--- config.mk ---
export PLATFORM = sky130hd
export DESIGN_NAME = i2c_master_cmd_ctl
export DESIGN_NICKNAME = d
export VERILOG_FILES = /design/src/rtl/i2c_mst_pkg.sv /design/src/rtl/i2c_mst_ctl.sv /design/src/rtl/i2c_idle_timer.sv /design/src/rtl/i2c_mst_dp.sv /design/src/rtl/i2c_master_cmd_ctl.sv
export SDC_FILE = /design/constraint.sdc
export NUM_CORES = 1
export LEC_CHECK = 0
export ABC_CLOCK_PERIOD_IN_PS = 5700
export BUFFER_PORTS_ARGS = -buffer_cell sky130_fd_sc_hd__buf_2
export CORE_MARGIN = 1.5
export CORE_UTILIZATION = 45
export DETAILED_ROUTE_END_ITERATION = 6
export PLACE_DENSITY_LB_ADDON = 0.15
export SETUP_SLACK_MARGIN = 0.02
export SYNTH_ARGS = -nofsm -noshare
export SYNTH_HDL_FRONTEND = slang
export SYNTH_SLANG_ARGS = --single-unit
--- constraint.sdc ---
create_clock -name clk -period 5.7 [get_ports clk]
set_clock_uncertainty 0.2 [all_clocks]
set_input_delay 0.57 -clock clk [delete_from_list [all_inputs] [get_ports clk]]
set_output_delay 0.57 -clock clk [all_outputs]
set_load 0.02 [all_outputs]
--- src/rtl/i2c_mst_pkg.sv ---
package i2c_mst_pkg;

  typedef enum logic [2:0] {
    OP_NONE    = 3'd0,
    OP_RSTART  = 3'd1,
    OP_READ    = 3'd2,
    OP_STOP    = 3'd3,
    OP_ACKONLY = 3'd4
  } busOp_e;

  localparam logic [1:0] CMD_NOP    = 2'b00;
  localparam logic [1:0] CMD_RSTART = 2'b01;
  localparam logic [1:0] CMD_BYTE   = 2'b10;
  localparam logic [1:0] CMD_STOP   = 2'b11;

  localparam int ACK_BIT = 2;

  typedef struct packed {
    logic   issue;
    busOp_e op;
    logic   ackEn;
    logic   nack;
    logic   setErr;
    logic   clrRd;
    logic   clrWr;
  } ctlStrobe_t;

endpackage

--- src/rtl/i2c_mst_ctl.sv ---
module i2c_mst_ctl
  import i2c_mst_pkg::*;
(
  input  logic       regWr,
  input  logic [1:0] cmd,
  input  logic       ackNew,
  input  logic       ackStored,
  input  logic       dataRd,
  input  logic       cfgSmart,
  input  logic       busy,
  input  logic       readMode,
  input  logic       ackPending,
  output ctlStrobe_t st
);

  logic cmdAct;
  logic smartAct;

  assign cmdAct   = regWr && (cmd != CMD_NOP);
  assign smartAct = dataRd && cfgSmart && ackPending;

  always_comb begin
    st = '0;
    st.op = OP_NONE;
    if (cmdAct) begin
      if (busy) begin
        st.setErr = 1'b1;
      end else if (readMode) begin
        st.issue = 1'b1;
        st.ackEn = ackPending;
        st.nack  = ackNew;
        case (cmd)
          CMD_RSTART: st.op = OP_RSTART;
          CMD_BYTE:   st.op = OP_READ;
          default:    st.op = OP_STOP;
        endcase
      end else begin
        case (cmd)
          CMD_RSTART: begin st.issue = 1'b1; st.op = OP_RSTART; end
          CMD_STOP:   begin st.issue = 1'b1; st.op = OP_STOP; end
          default:    st.issue = 1'b0;
        endcase
      end
    end else if (smartAct) begin
      if (busy) begin
        st.setErr = 1'b1;
      end else begin
        st.issue = 1'b1;
        st.ackEn = 1'b1;
        st.nack  = ackStored;
        st.op    = ackStored ? OP_ACKONLY : OP_READ;
      end
    end
    if (st.issue) begin
      st.clrRd = 1'b1;
      st.clrWr = 1'b1;
    end
    if (dataRd && cfgSmart) st.clrRd = 1'b1;
  end

endmodule

--- src/rtl/i2c_idle_timer.sv ---
module i2c_idle_timer #(
  parameter int CLK_HZ     = 125_000_000,
  parameter int T_SHORT_US = 50,
  parameter int T_MID_US   = 100,
  parameter int T_LONG_US  = 200
) (
  input  logic       clk,
  input  logic       rstN,
  input  logic [1:0] sel,
  input  logic       scl,
  input  logic       sda,
  output logic       busIdle
);

  localparam int DIV = CLK_HZ / 1_000_000;
  localparam int PW  = (DIV > 1) ? $clog2(DIV) : 1;
  localparam int CW  = $clog2(T_LONG_US + 1);

  logic [PW-1:0] psc;
  logic [CW-1:0] usCnt;
  logic [CW-1:0] lim;
  logic          enabled;
  logic          linesHigh;

  assign enabled   = (sel != 2'b00);
  assign linesHigh = scl && sda;

  always_comb begin
    case (sel)
      2'b01:   lim = CW'(T_SHORT_US);
      2'b10:   lim = CW'(T_MID_US);
      default: lim = CW'(T_LONG_US);
    endcase
  end

  always_ff @(posedge clk) begin
    if (!rstN || !enabled || !linesHigh) begin
      psc   <= '0;
      usCnt <= '0;
    end else if (psc == PW'(DIV - 1)) begin
      psc <= '0;
      if (usCnt != CW'(T_LONG_US)) usCnt <= usCnt + 1'b1;
    end else begin
      psc <= psc + 1'b1;
    end
  end

  assign busIdle = enabled && linesHigh && (usCnt >= lim);

endmodule

--- src/rtl/i2c_mst_dp.sv ---
module i2c_mst_dp
  import i2c_mst_pkg::*;
(
  input  logic       clk,
  input  logic       rstN,
  input  ctlStrobe_t st,
  input  logic       regWr,
  input  logic       ackNew,
  input  logic       engDone,
  input  logic       engAddr,
  input  logic       engRx,
  input  logic       cfgQuick,
  output logic       ackStored,
  output logic       readMode,
  output logic       ackPending,
  output logic       reqValid,
  output busOp_e     reqOp,
  output logic       reqAckEn,
  output logic       reqNack,
  output logic       rdFlag,
  output logic       wrFlag,
  output logic       cmdErr
);

  always_ff @(posedge clk) begin
    if (!rstN) begin
      ackStored  <= 1'b0;
      readMode   <= 1'b0;
      ackPending <= 1'b0;
      reqValid   <= 1'b0;
      reqOp      <= OP_NONE;
      reqAckEn   <= 1'b0;
      reqNack    <= 1'b0;
      rdFlag     <= 1'b0;
      wrFlag     <= 1'b0;
      cmdErr     <= 1'b0;
    end else begin
      if (regWr) ackStored <= ackNew;
      reqValid <= st.issue;
      if (st.issue) begin
        reqOp    <= st.op;
        reqAckEn <= st.ackEn;
        reqNack  <= st.nack;
      end
      if (st.setErr) cmdErr <= 1'b1;

      if (st.issue && st.ackEn) ackPending <= 1'b0;
      if (st.clrRd) rdFlag <= 1'b0;
      if (st.clrWr) wrFlag <= 1'b0;

      if (engDone) begin
        if (engAddr) begin
          readMode   <= engRx;
          ackPending <= 1'b0;
          if (!engRx)        wrFlag <= 1'b1;
          else if (cfgQuick) rdFlag <= 1'b1;
        end else if (readMode) begin
          ackPending <= 1'b1;
          rdFlag     <= 1'b1;
        end else begin
          wrFlag <= 1'b1;
        end
      end
    end
  end

endmodule

--- src/rtl/i2c_master_cmd_ctl.sv ---
module i2c_master_cmd_ctl
  import i2c_mst_pkg::*;
#(
  parameter int CLK_HZ     = 125_000_000,
  parameter int T_SHORT_US = 50,
  parameter int T_MID_US   = 100,
  parameter int T_LONG_US  = 200
) (
  input  logic       clk,
  input  logic       rstN,
  input  logic       regWr,
  input  logic [7:0] regWdata,
  output logic [7:0] regRdata,
  input  logic       cfgSmart,
  input  logic       cfgQuick,
  input  logic [1:0] cfgTimeout,
  input  logic       dataRd,
  output logic       reqValid,
  output logic [2:0] reqOp,
  output logic       reqAckEn,
  output logic       reqNack,
  input  logic       reqReady,
  input  logic       engDone,
  input  logic       engAddr,
  input  logic       engRx,
  output logic       rdFlag,
  output logic       wrFlag,
  output logic       cmdErr,
  input  logic       scl,
  input  logic       sda,
  output logic       busIdle
);

  ctlStrobe_t st;
  busOp_e     opQ;
  logic       ackStored;
  logic       readMode;
  logic       ackPending;
  logic       busy;

  assign busy  = !reqReady || reqValid;
  assign reqOp = opQ;

  always_comb begin
    regRdata = '0;
    regRdata[ACK_BIT] = ackStored;
  end

  i2c_mst_ctl u_ctl (
    .regWr      (regWr),
    .cmd        (regWdata[1:0]),
    .ackNew     (regWdata[ACK_BIT]),
    .ackStored  (ackStored),
    .dataRd     (dataRd),
    .cfgSmart   (cfgSmart),
    .busy       (busy),
    .readMode   (readMode),
    .ackPending (ackPending),
    .st         (st)
  );

  i2c_mst_dp u_dp (
    .clk        (clk),
    .rstN       (rstN),
    .st         (st),
    .regWr      (regWr),
    .ackNew     (regWdata[ACK_BIT]),
    .engDone    (engDone),
    .engAddr    (engAddr),
    .engRx      (engRx),
    .cfgQuick   (cfgQuick),
    .ackStored  (ackStored),
    .readMode   (readMode),
    .ackPending (ackPending),
    .reqValid   (reqValid),
    .reqOp      (opQ),
    .reqAckEn   (reqAckEn),
    .reqNack    (reqNack),
    .rdFlag     (rdFlag),
    .wrFlag     (wrFlag),
    .cmdErr     (cmdErr)
  );

  i2c_idle_timer #(
    .CLK_HZ     (CLK_HZ),
    .T_SHORT_US (T_SHORT_US),
    .T_MID_US   (T_MID_US),
    .T_LONG_US  (T_LONG_US)
  ) u_timer (
    .clk     (clk),
    .rstN    (rstN),
    .sel     (cfgTimeout),
    .scl     (scl),
    .sda     (sda),
    .busIdle (busIdle)
  );

endmodule

==> impl_metrics.csv <==
group,metric,value,unit
worst_hold_path,hold_class,"flip-flop to flip-flop",
floorplan,die_area,3790,um2
drt,viasPerCell,5.12,
setup_path,worstPathRequired,4.93,ns
floorplan,rows,21,
clock_tree,hold_buffers,0,
yosys,synth_area_leader_cell,"dfxtp_1",
yosys,synthTopCellsByArea,"dfxtp_1, ha_1, nand3_1, nand2_1, buf_4",
drt,wl_per_cell,11.2,um
layout,fin_nets,251,
yosys,synthSimpleGateAreaFrac,25.0,%
placement,place_congestion,0.778,
yosys,synth-seq-area-share,35.0,%
drt,postRouteAntennaNets,0,
run_status,status,"finished, final reports clean",
clock_tree,clock_sinks,27,
yosys,syn_avg_cell_area,8.30,um2
pwr,ir_drop,0.141,mV
layout,final_util,52.0,%
sta,fin_setup_tns,0,ns
grt,use_met1,21.6,%
yosys,synth_seq_cells,27,
yosys,synth-edff-count,0,
yosys,syn_area,1540,um2
sta,fmax,345,MHz
grt,grt_max_degree,17,
clock_tree,cts_setup_buffers,0,
setup_path,critPathArrivalTime,2.13,ns
job,maxCapViolations,0,
grt,grt-ovfl-total,0,
clock_tree,cts_resized,0,
sta,hold_viol,0,
clock_tree,clk_pin_slew_worst_paths,0.15,ns
pwr,power_density,186,nW/um2
clock_tree,ctsLongestPathBuffers,2,
layout,antenna_cells,0,
clock_tree,clock_latency,0.32,ns
sta,finalSetupViolCount,0,
clock_tree,root_buffer,"clkbuf_4",
sta,rsz0062_at_grt,"false",
yosys,synthCells,186,
drt,wirelength,2910,um
layout,areaGrowthSynthToFinish,11.4,%
floorplan,dieWidth,61.6,um
yosys,netlist.area_leader.share,35.0,%
pwr,fin_total_pwr,320,uW
drt,dr.pass1.iters,4,
placement,placed_cell_area,1690,um2
grt,grt_use_total,17.0,%
drt,drc,0,
layout,stdcell_area,1720,um2
layout,nFillCells,339,
clock_tree,htree_levels,1,
grt,met2_usage,29.5,%
sta,period_needed,2.90,ns
grt,antenna_found_initial,0,
yosys,synth_top_family_by_area,"simple AND/OR/NAND/NOR gates",
drt,via_count,1325,
yosys,yosysMostFrequentCell,"dfxtp_1",
floorplan,num_io_pins,40,
grt,grt_pass1_wl,4950,um
setup_path,start_kind,"input port",
clock_tree,numCtsBuffers,3,
placement,port_buffers,27,
grt,grt_pass1_vias,1191,
grt,grtUsageMet3,3.57,%
floorplan,start_util,46.6,%
floorplan,fp.dieH,61.6,um
drt,drtIter0Drc,54,
yosys,ys.flop_type,"dfxtp_1",
floorplan,core_region_area,3310,um2
yosys,netlist_top_cells_count,"dfxtp_1, nand2_1, nor2_1",
setup_path,worstSetupEndpointType,"output pin",
yosys,synth_mux_area_share,1.94,%
yosys,synth_cell_types,41,
sta,period_share,50.8,%
setup_path,crit_fanout,3,
yosys,synthAdderAreaFrac,12.2,%
yosys,synth_compound_area_share,13.9,%
yosys,async_flop_share,0,%
pwr,p_leak,0.731,nW
clock_tree,cts_tree,"built",
yosys,synth-xor-area-share,3.97,%
grt,busiest_layer,"met2",
layout,drive_gt1_share,16.9,%
sta,slew_viol_final,0,
yosys,ys_warn_count,0,
placement,post-dp-hpwl,2340,um
setup_path,critPathKind,"input port to output pin",
cell families after synthesis:
| group | count (synthesis) |
|---|---|
| AND/OR/NAND/NOR | 75 |
| AO/OA/AOI/OAI | 34 |
| flip-flops | 27 |
| buffers and inverters | 24 |
| adder cells (fa/ha/maj) | 15 |
| XOR/XNOR | 7 |
| multiplexers | 3 |
| other | 1 |
worst paths after layout:
kind | startpoint | to | slack (ns) | depth (start not counted)
min reg2reg | u_dp.reqOp[1]$_SDFFE_PN0P_ | u_dp.reqOp[1]$_SDFFE_PN0P_ | 0.27 | 2
min | u_dp.reqOp[1]$_SDFFE_PN0P_ | u_dp.reqOp[1]$_SDFFE_PN0P_ | 0.27 | 2
max reg2reg | u_timer.psc[0]$_SDFF_PP0_ | u_timer.usCnt[2]$_SDFFE_PP0P_ | 3.73 | 6
max | cfgTimeout[0] | busIdle | 2.80 | 10
final cells by class:
class	instances	area (um2)	share of cell area, %
multi-input combinational	141	905	52.6
sequential	27	541	31.4
timing repair buffer	27	135	7.85
tap	46	57.6	3.35
inverter	14	52.6	3.05
clock buffer	3	22.5	1.31
clock inverter	1	7.51	0.436
worst max-delay path: stages:
cell and delay, ns:
buf_2 0.10, inv_1 0.06, ha_1 0.32, inv_1 0.05
ha_1 0.29, a21oi_1 0.07, o21ai_0 0.24, o21ai_0 0.14
a21oi_1 0.12, buf_2 0.17
sequential cells by signal, summed over array words and instances (netlist names):
register / count
u_dp.reqOp: 3
u_dp.rdFlag: 1
u_dp.ackStored: 1
u_dp.reqValid: 1
u_dp.ackPending: 1
u_dp.wrFlag: 1
u_dp.reqAckEn: 1
u_dp.cmdErr: 1
u_dp.readMode: 1
u_dp.reqNack: 1
u_timer.psc: 7
u_timer.usCnt: 8
routing by layer:
metal | vias up | routed length (um)
li1 | 682 | -
met1 | 608 | 1390
met2 | 33 | 1360
met3 | 2 | 136
met4 | 0 | 20
met5 | - | 0
cell usage in the layout, fill, tap and decap left out, types with 5 or more instances in the layout:
cell type,synthesis,routed
buf_2,1,27
conb_1,1,7
xnor2_1,5,5
nand2_1,18,18
ha_1,15,15
dfxtp_1,27,27
o21ai_0,7,7
inv_1,14,14
a21oi_1,10,10
nor2_1,16,16
nand3_1,14,14
stage by stage:
| step | setup WS (ns) | std cells | hold slack, ns |
|---|---|---|---|
| finish | 2.80 | 259 | 0.270 |
| CTS | 2.82 | 259 | 0.272 |
| detailed placement | 2.83 | 255 | 0.251 |
| global placement | 2.89 | 255 | 0.242 |
| floorplan | 3.00 | 192 | 0.226 |
| global route | 2.63 | 259 | 0.295 |
where the power goes:
part / total [mW] / internal, mW / switching, mW / leakage [nW]
registers: 0.195 / 0.192 / 0.00244 / 0.219
clock network: 0.0848 / 0.0268 / 0.0580 / 0.0139
logic: 0.0401 / 0.0148 / 0.0253 / 0.498
No activity file was read; power rests on OpenSTA's default activity.
